==> config.mk <==
export PLATFORM = sky130hd
export DESIGN_NAME = fill_dma_chan
export DESIGN_NICKNAME = d
export VERILOG_FILES = /design/src/rtl/fill_dma_pkg.sv /design/src/rtl/fill_regs.sv /design/src/rtl/fill_ctrl.sv /design/src/rtl/fill_engine.sv /design/src/rtl/fill_dma_chan.sv
export SDC_FILE = /design/constraint.sdc
export NUM_CORES = 1
export LEC_CHECK = 0
export BUFFER_PORTS_ARGS = -buffer_cell sky130_fd_sc_hd__buf_2
export CAP_MARGIN = 25
export CORE_MARGIN = 8
export CORE_UTILIZATION = 58
export DETAILED_ROUTE_END_ITERATION = 6
export GPL_ROUTABILITY_DRIVEN = 0
export PLACE_DENSITY = 0.81
export SETUP_SLACK_MARGIN = 0.2
export SYNTH_ARGS = -nofsm -noshare
export SYNTH_HDL_FRONTEND = slang
export SYNTH_SLANG_ARGS = --single-unit
==> constraint.sdc <==
create_clock -name clk -period 4.6 [get_ports clk]
set_input_delay 0.69 -clock clk [delete_from_list [all_inputs] [get_ports clk]]
set_output_delay 0.69 -clock clk [all_outputs]
set_load 0.1 [all_outputs]
==> src/rtl/fill_dma_pkg.sv <==
package fill_dma_pkg;

    typedef enum logic [1:0] {
        ST_IDLE   = 2'b00,
        ST_ACTIVE = 2'b01,
        ST_PAUSED = 2'b10
    } chan_state_e;

    localparam logic [2:0] A_CFG  = 3'd0;
    localparam logic [2:0] A_MODE = 3'd1;
    localparam logic [2:0] A_DEST = 3'd2;
    localparam logic [2:0] A_SIZE = 3'd3;
    localparam logic [2:0] A_PLO  = 3'd4;
    localparam logic [2:0] A_PHI  = 3'd5;
    localparam logic [2:0] A_ACT  = 3'd6;

    localparam logic [2:0] MODE_MEMFILL = 3'd4;

    typedef struct packed {
        logic       protect;
        logic [2:0] mode;
        logic [2:0] src_code;
        logic [2:0] dst_code;
    } cfg_t;

    typedef struct packed {
        logic start;
        logic stop;
        logic pause;
        logic restart;
        logic clr_err;
    } cmd_t;

endpackage

==> src/rtl/fill_regs.sv <==
module fill_regs
    import fill_dma_pkg::*;
#(
    parameter int ADDR_W = 32,
    parameter int SIZE_W = 32
) (
    input  logic              clk,
    input  logic              rst_n,
    input  logic              we,
    input  logic [2:0]        addr,
    input  logic [31:0]       wdata,
    input  logic              busy,
    output cfg_t              cfg_o,
    output logic [ADDR_W-1:0] dest_o,
    output logic [SIZE_W-1:0] size_o,
    output logic [63:0]       pattern_o
);

    typedef struct packed {
        cfg_t              cfg;
        logic [ADDR_W-1:0] dest;
        logic [SIZE_W-1:0] size;
        logic [31:0]       plo;
        logic [31:0]       phi;
    } regs_t;

    regs_t r_d, r_q;
    logic  wr_ok;

    always_comb begin
        r_d   = r_q;
        wr_ok = we && !(r_q.cfg.protect && busy);
        if (wr_ok) begin
            case (addr)
                A_CFG: begin
                    r_d.cfg.protect  = wdata[0];
                    r_d.cfg.src_code = wdata[10:8];
                    r_d.cfg.dst_code = wdata[14:12];
                end
                A_MODE: r_d.cfg.mode = wdata[2:0];
                A_DEST: r_d.dest     = wdata[ADDR_W-1:0];
                A_SIZE: r_d.size     = wdata[SIZE_W-1:0];
                A_PLO:  r_d.plo      = wdata;
                A_PHI:  r_d.phi      = wdata;
                default: ;
            endcase
        end
    end

    always_ff @(posedge clk or negedge rst_n) begin
        if (!rst_n) begin
            r_q              <= '0;
            r_q.cfg.protect  <= 1'b1;
            r_q.cfg.src_code <= 3'd4;
            r_q.cfg.dst_code <= 3'd4;
        end else begin
            r_q <= r_d;
        end
    end

    assign cfg_o     = r_q.cfg;
    assign dest_o    = r_q.dest;
    assign size_o    = r_q.size;
    assign pattern_o = {r_q.phi, r_q.plo};

    AST_MODE_KEPT: assert property (@(posedge clk) disable iff (!rst_n)
        !(we && addr == A_MODE) |=> $stable(r_q.cfg.mode));
    AST_PROTECT_HOLD: assert property (@(posedge clk) disable iff (!rst_n)
        (busy && r_q.cfg.protect) |=> $stable(r_q.dest) && $stable(r_q.size));

endmodule

==> src/rtl/fill_ctrl.sv <==
module fill_ctrl
    import fill_dma_pkg::*;
#(
    parameter int SIZE_W    = 32,
    parameter int MIN_BYTES = 16,
    parameter int MAX_BYTES = 1 << 20
) (
    input  logic              clk,
    input  logic              rst_n,
    input  logic              cmd_we,
    input  cmd_t              cmd,
    input  logic [2:0]        mode,
    input  logic [SIZE_W-1:0] size,
    input  logic              final_beat,
    output chan_state_e       state_o,
    output logic              err_o,
    output logic              load_o,
    output logic              done_o
);

    typedef struct packed {
        chan_state_e st;
        logic        err;
        logic        done;
    } ctrl_t;

    ctrl_t s_d, s_q;
    logic  size_ok;
    logic  illegal;
    logic  load;

    always_comb begin
        s_d      = s_q;
        s_d.done = 1'b0;
        illegal  = 1'b0;
        load     = 1'b0;
        size_ok  = (size >= SIZE_W'(MIN_BYTES)) && (size <= SIZE_W'(MAX_BYTES));
        if (final_beat) begin
            s_d.st   = ST_IDLE;
            s_d.done = 1'b1;
        end
        if (cmd_we) begin
            if (cmd.stop) begin
                if (s_q.st == ST_ACTIVE)      s_d.st  = ST_IDLE;
                else if (s_q.st != ST_IDLE)   illegal = 1'b1;
            end else if (cmd.pause) begin
                if (s_q.st == ST_ACTIVE) begin
                    if (!final_beat) s_d.st = ST_PAUSED;
                end else begin
                    illegal = 1'b1;
                end
            end else if (cmd.restart) begin
                if (s_q.st == ST_PAUSED) s_d.st  = ST_ACTIVE;
                else                     illegal = 1'b1;
            end else if (cmd.start) begin
                if (s_q.st == ST_IDLE && size_ok && mode == MODE_MEMFILL) begin
                    s_d.st = ST_ACTIVE;
                    load   = 1'b1;
                end else begin
                    illegal = 1'b1;
                end
            end
        end
        s_d.err = (s_q.err && !(cmd_we && cmd.clr_err)) || illegal;
    end

    always_ff @(posedge clk or negedge rst_n) begin
        if (!rst_n) begin
            s_q.st   <= ST_IDLE;
            s_q.err  <= 1'b0;
            s_q.done <= 1'b0;
        end else begin
            s_q <= s_d;
        end
    end

    assign state_o = s_q.st;
    assign err_o   = s_q.err;
    assign done_o  = s_q.done;
    assign load_o  = load;

    AST_STATUS_LEGAL: assert property (@(posedge clk) disable iff (!rst_n)
        (s_q.st == ST_IDLE) || (s_q.st == ST_ACTIVE) || (s_q.st == ST_PAUSED));
    AST_DONE_AFTER_ACTIVE: assert property (@(posedge clk) disable iff (!rst_n)
        s_q.done |-> ($past(s_q.st) == ST_ACTIVE) && (s_q.st == ST_IDLE));
    AST_ERR_STICKY: assert property (@(posedge clk) disable iff (!rst_n)
        (s_q.err && !(cmd_we && cmd.clr_err)) |=> s_q.err);

endmodule

==> src/rtl/fill_engine.sv <==
module fill_engine #(
    parameter int ADDR_W        = 32,
    parameter int SIZE_W        = 32,
    parameter int MAX_BURST_LOG = 4
) (
    input  logic              clk,
    input  logic              rst_n,
    input  logic              load,
    input  logic [ADDR_W-1:0] dest,
    input  logic [SIZE_W-4:0] beats,
    input  logic [2:0]        dst_code,
    input  logic              run,
    input  logic              mem_ready,
    output logic              mem_valid,
    output logic [ADDR_W-1:0] mem_addr,
    output logic              mem_last,
    output logic              final_beat
);

    localparam int BEAT_W = SIZE_W - 3;
    localparam int BL_W   = MAX_BURST_LOG + 1;

    typedef struct packed {
        logic [ADDR_W-1:0] addr;
        logic [BEAT_W-1:0] remain;
        logic [BL_W-1:0]   left;
        logic [BL_W-1:0]   blen;
    } eng_t;

    eng_t       e_d, e_q;
    logic       fire;
    logic [2:0] eff_code;
    logic [BL_W-1:0] new_blen;

    function automatic logic [BL_W-1:0] clip(input logic [BEAT_W-1:0] rem,
                                             input logic [BL_W-1:0]   bl);
        if (rem < BEAT_W'(bl)) return BL_W'(rem);
        return bl;
    endfunction

    always_comb begin
        e_d      = e_q;
        fire     = run && (e_q.remain != '0) && mem_ready;
        eff_code = (dst_code > 3'(MAX_BURST_LOG)) ? 3'(MAX_BURST_LOG) : dst_code;
        new_blen = BL_W'(1) << eff_code;
        if (load) begin
            e_d.addr   = dest;
            e_d.remain = beats;
            e_d.blen   = new_blen;
            e_d.left   = clip(beats, new_blen);
        end else if (fire) begin
            e_d.addr   = e_q.addr + ADDR_W'(8);
            e_d.remain = e_q.remain - 1'b1;
            if (e_q.left == BL_W'(1)) e_d.left = clip(e_q.remain - 1'b1, e_q.blen);
            else                      e_d.left = e_q.left - 1'b1;
        end
    end

    always_ff @(posedge clk or negedge rst_n) begin
        if (!rst_n) e_q <= '0;
        else        e_q <= e_d;
    end

    assign mem_valid  = run && (e_q.remain != '0);
    assign mem_addr   = e_q.addr;
    assign mem_last   = (e_q.left == BL_W'(1));
    assign final_beat = fire && (e_q.remain == BEAT_W'(1));

    AST_LAST_ON_FINAL: assert property (@(posedge clk) disable iff (!rst_n)
        final_beat |-> mem_last);
    AST_STALL_HOLD: assert property (@(posedge clk) disable iff (!rst_n)
        (mem_valid && !mem_ready) |=> $stable(mem_addr));
    AST_ADDR_STEP: assert property (@(posedge clk) disable iff (!rst_n)
        fire |=> mem_addr == $past(mem_addr) + ADDR_W'(8));

endmodule

==> src/rtl/fill_dma_chan.sv <==
module fill_dma_chan
    import fill_dma_pkg::*;
#(
    parameter int ADDR_W        = 32,
    parameter int SIZE_W        = 32,
    parameter int MIN_BYTES     = 16,
    parameter int MAX_BYTES     = 1 << 20,
    parameter int MAX_BURST_LOG = 4
) (
    input  logic              clk,
    input  logic              rst_n,
    input  logic              reg_we,
    input  logic [2:0]        reg_addr,
    input  logic [31:0]       reg_wdata,
    output logic [31:0]       reg_rdata,
    output logic              mem_valid,
    input  logic              mem_ready,
    output logic [ADDR_W-1:0] mem_addr,
    output logic [63:0]       mem_data,
    output logic              mem_last,
    output logic              done
);

    cfg_t              cfg;
    logic [ADDR_W-1:0] dest;
    logic [SIZE_W-1:0] size;
    logic [63:0]       pattern;
    chan_state_e       st;
    logic              err;
    logic              load;
    logic              final_beat;
    logic              busy;
    logic              cmd_we;
    cmd_t              cmd;

    assign busy       = (st != ST_IDLE);
    assign cmd_we     = reg_we && (reg_addr == A_ACT);
    assign cmd.start   = reg_wdata[0];
    assign cmd.stop    = reg_wdata[1];
    assign cmd.pause   = reg_wdata[2];
    assign cmd.restart = reg_wdata[3];
    assign cmd.clr_err = reg_wdata[7];

    fill_regs #(.ADDR_W(ADDR_W), .SIZE_W(SIZE_W)) u_regs (
        .clk(clk), .rst_n(rst_n), .we(reg_we), .addr(reg_addr), .wdata(reg_wdata),
        .busy(busy), .cfg_o(cfg), .dest_o(dest), .size_o(size), .pattern_o(pattern)
    );

    fill_ctrl #(.SIZE_W(SIZE_W), .MIN_BYTES(MIN_BYTES), .MAX_BYTES(MAX_BYTES)) u_ctrl (
        .clk(clk), .rst_n(rst_n), .cmd_we(cmd_we), .cmd(cmd), .mode(cfg.mode),
        .size(size), .final_beat(final_beat), .state_o(st), .err_o(err),
        .load_o(load), .done_o(done)
    );

    fill_engine #(.ADDR_W(ADDR_W), .SIZE_W(SIZE_W), .MAX_BURST_LOG(MAX_BURST_LOG)) u_eng (
        .clk(clk), .rst_n(rst_n), .load(load), .dest(dest), .beats(size[SIZE_W-1:3]),
        .dst_code(cfg.dst_code), .run(st == ST_ACTIVE), .mem_ready(mem_ready),
        .mem_valid(mem_valid), .mem_addr(mem_addr), .mem_last(mem_last),
        .final_beat(final_beat)
    );

    assign mem_data = pattern;

    always_comb begin
        case (reg_addr)
            A_CFG:  reg_rdata = {17'b0, cfg.dst_code, 1'b0, cfg.src_code, 1'b0,
                                 cfg.mode, 3'b0, cfg.protect};
            A_MODE: reg_rdata = {29'b0, cfg.mode};
            A_DEST: reg_rdata = 32'(dest);
            A_SIZE: reg_rdata = 32'(size);
            A_PLO:  reg_rdata = pattern[31:0];
            A_PHI:  reg_rdata = pattern[63:32];
            A_ACT:  reg_rdata = {27'b0, err, 2'b0, st};
            default: reg_rdata = 32'b0;
        endcase
    end

    AST_PAUSED_SILENT: assert property (@(posedge clk) disable iff (!rst_n)
        (st == ST_PAUSED) |-> !mem_valid);
    AST_IDLE_SILENT: assert property (@(posedge clk) disable iff (!rst_n)
        (st == ST_IDLE) |-> !mem_valid);

endmodule

## Word-level counts from Yosys, hierarchy flattened

Index checks and enable logic that the tools add are counted.

- Bits in registers: 213
- Input bits: 39
- Output and inout bits: 131
- Logic and storage cells: 103

- $add $sub $neg: 3
- $lt $le $gt $ge: 5
- Equality and inequality tests: 11
- Shifts and indexed selects: 1
- Mux-type cells: 43
- Reductions and logical operators: 25

Operator list:

| cell | number |
|---|---|
| $pmux W32 S7 | 1 |
| $mux W66 | 2 |
| $lt A29 B5 Y1 | 2 |
| $add A32 B4 Y32 const B | 1 |
| $ge A32 B5 Y1 const B | 1 |
| $le A32 B21 Y1 const B | 1 |
| $eq A29 B1 Y1 const B | 1 |
| $reduce_bool A29 Y1 | 1 |
| $sub A29 B1 Y29 const B | 1 |
| $mux W5 | 5 |
| $mux W1 | 23 |
| $mux W2 | 11 |
| $eq A3 B3 Y1 const B | 4 |
| $reduce_and A2 Y1 | 6 |
| $logic_and A1 B1 Y1 | 11 |
| $eq A3 B2 Y1 const B | 2 |
| $eq A5 B1 Y1 const B | 1 |
| $shl A1 B3 Y5 const A | 1 |
| $sub A5 B1 Y5 const B | 1 |
| $reduce_bool A2 Y1 | 2 |
| $eq A3 B1 Y1 const B | 1 |
| $gt A3 B3 Y1 const B | 1 |
| $logic_not A3 Y1 | 1 |
| $mux W3 | 1 |
| 5 further kinds | 6 |

## Logic depth before layout (Yosys ltp)

- Word-level depth: 15
- Gate-level depth with buffers: 13
- Gate-level depth less buffers: 12

## Modules after synthesis

A second synthesis with hierarchy kept.

- Cell total of the unflattened synthesis: 1076
- Area total of the unflattened synthesis: 11653.7 µm²

Modules (own cells, without submodules):

| module | instances | cells an instance | area an instance (µm²) | sequential area each (µm²) |
|---|---|---|---|---|
| fill_regs | 1 | 300 | 5172.5 | 3457.1 |
| fill_engine | 1 | 568 | 4852.2 | 1776.7 |
| fill_dma_chan | 1 | 150 | 1207.4 | 0.0 |
| fill_ctrl | 1 | 58 | 421.7 | 100.1 |

## Least setup slack after synthesis

No wires, ideal clock.

- Path type: register to register
- Start point: register u_eng.e_q[6] in the netlist's numbering
- End point: register u_eng.e_q[5] in the netlist's numbering
- Library setup time: 0.140 ns
- Data arrival time: 4.962 ns
- Data required time: 4.460 ns
- Slack: -0.502 ns
- Cell stages (with the launch flop): 7
- Path buffers: 0
- Clock period less this slack: 5.102 ns
- Path through: dfrtp_1 -> inv_1 -> ha_1 -> nor4b_1 -> o21ai_0 -> o21ai_0 -> o221ai_1

- Word-level cells in the longest chain between the ends: 4

RTL lines:

| what | RTL line | RTL |
|---|---|---|
| from (decl) | fill_engine.sv:30 | `eng_t e_d, e_q;` |
| from (signal assigned) | fill_engine.sv:60 | `if (!rst_n) e_q <= '0;` |
| from (signal assigned) | fill_engine.sv:61 | `else e_q <= e_d;` |
| $eq A5 B1 Y1 | -- |  |
| via mem_last | fill_dma_chan.sv:20 | `output logic mem_last,` |
| $mux W5 | fill_engine.sv:54 | `if (e_q.left == BL_W'(1)) e_d.left = clip(e_q.remain - 1'b1, e_q.blen);` |
| $mux W66 | fill_engine.sv:51 | `end else if (fire) begin` |
| $mux W66 | fill_engine.sv:46 | `if (load) begin` |

The timed path passes the listed nets, and every way through them passes these cells. The select of a mux whose other input is x is not followed.
A chain may end at the register's enable or synchronous reset.

## Final worst setup path

- Start point: register u_eng.e_q[10] in the netlist's numbering
- End point: register u_eng.e_q[9] in the netlist's numbering

- Word-level cells in the longest chain between the ends: 10
- Elaborated cells between the ends (all ways): 15
- Those cells by class: 1 x add/sub; 1 x order compare; 9 x mux; 4 x reduce/logical

RTL lines:

| what | RTL line | RTL |
|---|---|---|
| $sub A29 B1 Y29 | fill_engine.sv:54 |  |
| $lt A29 B5 Y1 | fill_engine.sv:37 | `if (rem < BEAT_W'(bl)) return BL_W'(rem);` |
| $mux W1 | fill_engine.sv:37 |  |
| $mux W1 | fill_engine.sv:54 |  |
| $mux W1 | fill_engine.sv:51 |  |
| $mux W1 | fill_engine.sv:46 |  |
| $mux W5 | fill_engine.sv:38 | `return bl;` |
| $mux W5 | fill_engine.sv:54 |  |
| $mux W66 | fill_engine.sv:51 |  |
| $mux W66 | fill_engine.sv:46 |  |

Several ways; a longest one is shown, not always the timed one. The select of a mux whose other input is x is not followed.

==> out/qor.yml <==
place:
  dp_hpwl_um: 23010
  port_buffers: 169
  dp_slack_ns: 0.5645
logic_synthesis:
  synth_seq_cells: 213
  synth_nets: 1152
  synthMuxAreaShare_pct: 15.34
  synth_edf_count: 0
  synth_compound_area_share_pct: 14.90
  synth_top_family_by_area: "multiplexers"
  synth.area.top_cells: "dfrtp_1, mux2_2, nand2_1"
  synth_top_area_share_pct: 46.80
  syn-instance-count: 1100
  async_flop_share_pct: 100.0
  synth-adder-area-share_pct: 1.449
  synthSimpleGateAreaFrac_pct: 14.46
  netlist_area_mm2: 0.01123
  yosys_most_used_dff: "dfrtp_1"
  postSynthAreaPerCell_um2: 10.21
  yosys.area.top_type: "dfrtp_1"
  synth_seq_area_share_pct: 47.50
  ys_warn_count: 0
  synth_xor_area_share_pct: 1.248
  yosysUniqueCellTypes: 61
timing:
  fmax_mhz: 237.9
  hold_violations: 0
  grt_setup_unrepaired: "false"
  finalSetupTns_ns: 0
  slew_headroom_pct: 21.16
  fin_ws_ns: 0.3972
  fin_skew_ns: 0.007471
  worst_pin_slew_ns: 1.172
  fin_crit_ns: 4.203
  finalSetupViolations: 0
  fin_crit_sh_pct: 91.36
  maxSlewViolCount: 0
global_routing:
  gr-usage-all-layers_pct: 27.38
  grt_overflow_total: 0
  grt_max_degree: 120
  antenna_found_initial: 0
  grt_pass1_wl_um: 53020
  grt_pass1_vias: 9789
final_layout:
  drive_above_1_share_pct: 30.88
  diodes: 0
  fin_nets: 1272
  n_fill_cell: 1478
  area_growth_pct: 15.05
die:
  fp.dieW_um: 155.1
  dieArea_mm2: 0.02407
  rows: 51
  core_mm2: 0.01921
  ios: 170
  die_y_um: 155.1
  start_util_pct: 58.46
detailed_routing:
  vias: 9685
  antenna_left: 0
  drc_errors: 0
  dr.pass1.iters: 6
  viasPerCell: 6.448
  dr_wl_met2_um: 16120
  first_iter_violations: 1130
  routed-wl-met3_um: 2898
  wl_um: 33180
  wl_per_cell_um: 22.09
  wl_met1_um: 13100
  highest_layer: "met4"
clock_tree:
  cts_resized: 0
  cts_tree: "done"
  numCtsBuffers: 24
  cts_root_buffer: "clkbuf_16"
  cts.sinks: 213
  clk_path_buf_depth: 3
  hold_buffers: 0
  htreeDepth: 1
  cts_setup_buffers: 0
  cts.clk_slew.worst_paths_ns: 0.06
  clk_latency_ns: 0.54
setup_path:
  setup.worst_path.end_class: "register"
  cp.required_ns: 5.06
  cp_max_fo: 9
  cp.arrival_ns: 4.67
  crit_type: "reg -> reg"
  startpoint_type: "register"
  rrSetupSlack_ns: 0.40
pwr:
  irDropWorstVdd_mv: 0.6030
  power.density_mw_per_mm2: 502.7
  total_leakage_power_nw: 6.046
outcome:
  outcome: "finished clean"
flow_run:
  maxCapViolations: 0
worst_hold_path:
  hold_path.class: "in -> async"
-- final timing paths --
check                                                    from                          endpoint  depth (start not counted)
worst min-delay path                                    rst_n          u_eng.e_q[4]$_DFFE_PN0P_                          1
min in group clk                                reg_wdata[21]  u_regs.pattern_o[53]$_DFFE_PN0P_                          2
worst max-delay path                u_eng.e_q[10]$_DFFE_PN0P_          u_eng.e_q[9]$_DFFE_PN0P_                         12
worst max register to register      u_eng.e_q[10]$_DFFE_PN0P_          u_eng.e_q[9]$_DFFE_PN0P_                         12
worst min register to register  u_eng.mem_addr[2]$_DFFE_PN0P_     u_eng.mem_addr[2]$_DFFE_PN0P_                          2
max in group asynchronous                               rst_n    u_eng.mem_addr[17]$_DFFE_PN0P_                          2
-- power breakdown --
| part | total [mW] | leakage, nW | switching, mW | internal, mW |
|---|---|---|---|---|
| registers | 2.46 | 2.67 | 0.307 | 2.15 |
| clock network | 1.91 | 0.382 | 0.799 | 1.11 |
| logic | 2.12 | 2.99 | 1.68 | 0.446 |
-- worst max-delay path: stages, from the launching register on --
cell and delay (ns):
dfrtp_1 0.47, inv_1 0.16, ha_1 0.32, or3b_2 0.58
xnor2_1 0.19, ha_1 0.21, nor4_1 0.43, nand3_1 0.13
a41o_1 0.23, or4_4 0.43, nor4_4 0.47, mux2_2 0.39
a21oi_1 0.12
-- metrics by stage --
stage          util, %  total power [mW]  hold slack, ns  area, um^2  std cells
6_report         67.26             6.494          0.2721       12920       1502
5_1_grt          67.26             6.692          0.3725       12920       1502
4_1_cts          67.26             6.493          0.3432       12920       1502
3_5_place_dp     63.16             4.600          0.4501       12130       1459
3_3_place_gp     63.16             4.557          0.4483       12130       1459
2_1_floorplan        -             4.106          0.3944       11230       1100
-- cell usage after synthesis (all sizes together), types with 2 or more instances --
library cell    n
a221oi          2
dfrtp         210
nand4          10
nor3b           6
mux2          137
clkbuf         50
ha             13
or2             3
a211oi          4
nand3b          3
a22o            2
o221ai         10
nand2b          8
nand3          22
o41ai           3
nor3           20
a311oi          2
buf            48
o211ai         10
a31oi          10
inv            22
o311ai          8
dfstp           3
o22ai           2
xnor2           6
nor2b           8
nor4b           3
o21a            3
nand4b          2
nor4           25
mux2i          18
and4            3
xor2           10
and2            6
a221o           5
and3            8
or3             6
a21oi          35
or4             9
a22oi          60
nor2           47
nand2         135
o31ai           5
o21ai          86
-- flip-flops by register name, summed over array words and instances (netlist names) --
| register | cells |
|---|---|
| u_ctrl.state_o | 2 |
| u_regs.dest_o | 32 |
| u_regs.size_o | 32 |
| u_eng.mem_addr | 32 |
| u_regs.cfg_o | 10 |
| u_ctrl.err_o | 1 |
| u_regs.pattern_o | 64 |
| u_eng.e_q | 39 |
| u_ctrl.done_o | 1 |
-- routing by layer --
metal | global-route usage (%) | vias up
met5 | 0 | -
met4 | 9.613 | 0
met3 | 5.687 | 90
met2 | 45.17 | 536
met1 | 35.27 | 4787
li1 | - | 4272
-- kinds of logic (layout without fill, tap and decap cells) --
kind of cell | count (synthesis) | count (layout)
XOR/XNOR | 16 | 16
multiplexers | 155 | 155
buffers and inverters | 120 | 257
adder cells (fa/ha/maj) | 13 | 13
flip-flops | 213 | 213
AO/OA/AOI/OAI | 256 | 256
AND/OR/NAND/NOR | 327 | 327
-- cells in the final DEF (no fill, tap or decap), types with 7 or more instances in the layout --
cell       netlist  layout
nor3_1          20      20
nor4_1          23      23
dfrtp_1        210     210
o21ai_0         84      84
nand3_1         22      22
xor2_1          10      10
o211ai_1        10      10
a22oi_1         60      60
nor2b_1          8       7
or4_1            8       8
nand2b_1         8       8
clkbuf_16        0      24
nand2_1        135     135
a21oi_1         35      35
buf_4           32      23
and3_1           8       8
mux2_2         137     137
o311ai_0         8       8
o221ai_1        10      10
nand4_1         10      10
mux2i_1         18      18
nor2_1          47      46
clkbuf_1        50       7
inv_1           22      22
a31oi_1         10      10
ha_1            13      13
buf_2            1     168
-- final cells by class --
class / count / area (um^2) / share of cell area (%)
sequential: 213 / 5334 / 41.29
multi-input combinational: 767 / 5356 / 41.46
clock buffer: 36 / 695.7 / 5.385
tap: 265 / 331.6 / 2.567
inverter: 22 / 82.58 / 0.6392
timing repair buffer: 192 / 1027 / 7.952
clock inverter: 7 / 91.34 / 0.7070
(Power assumes the default switching activity.)
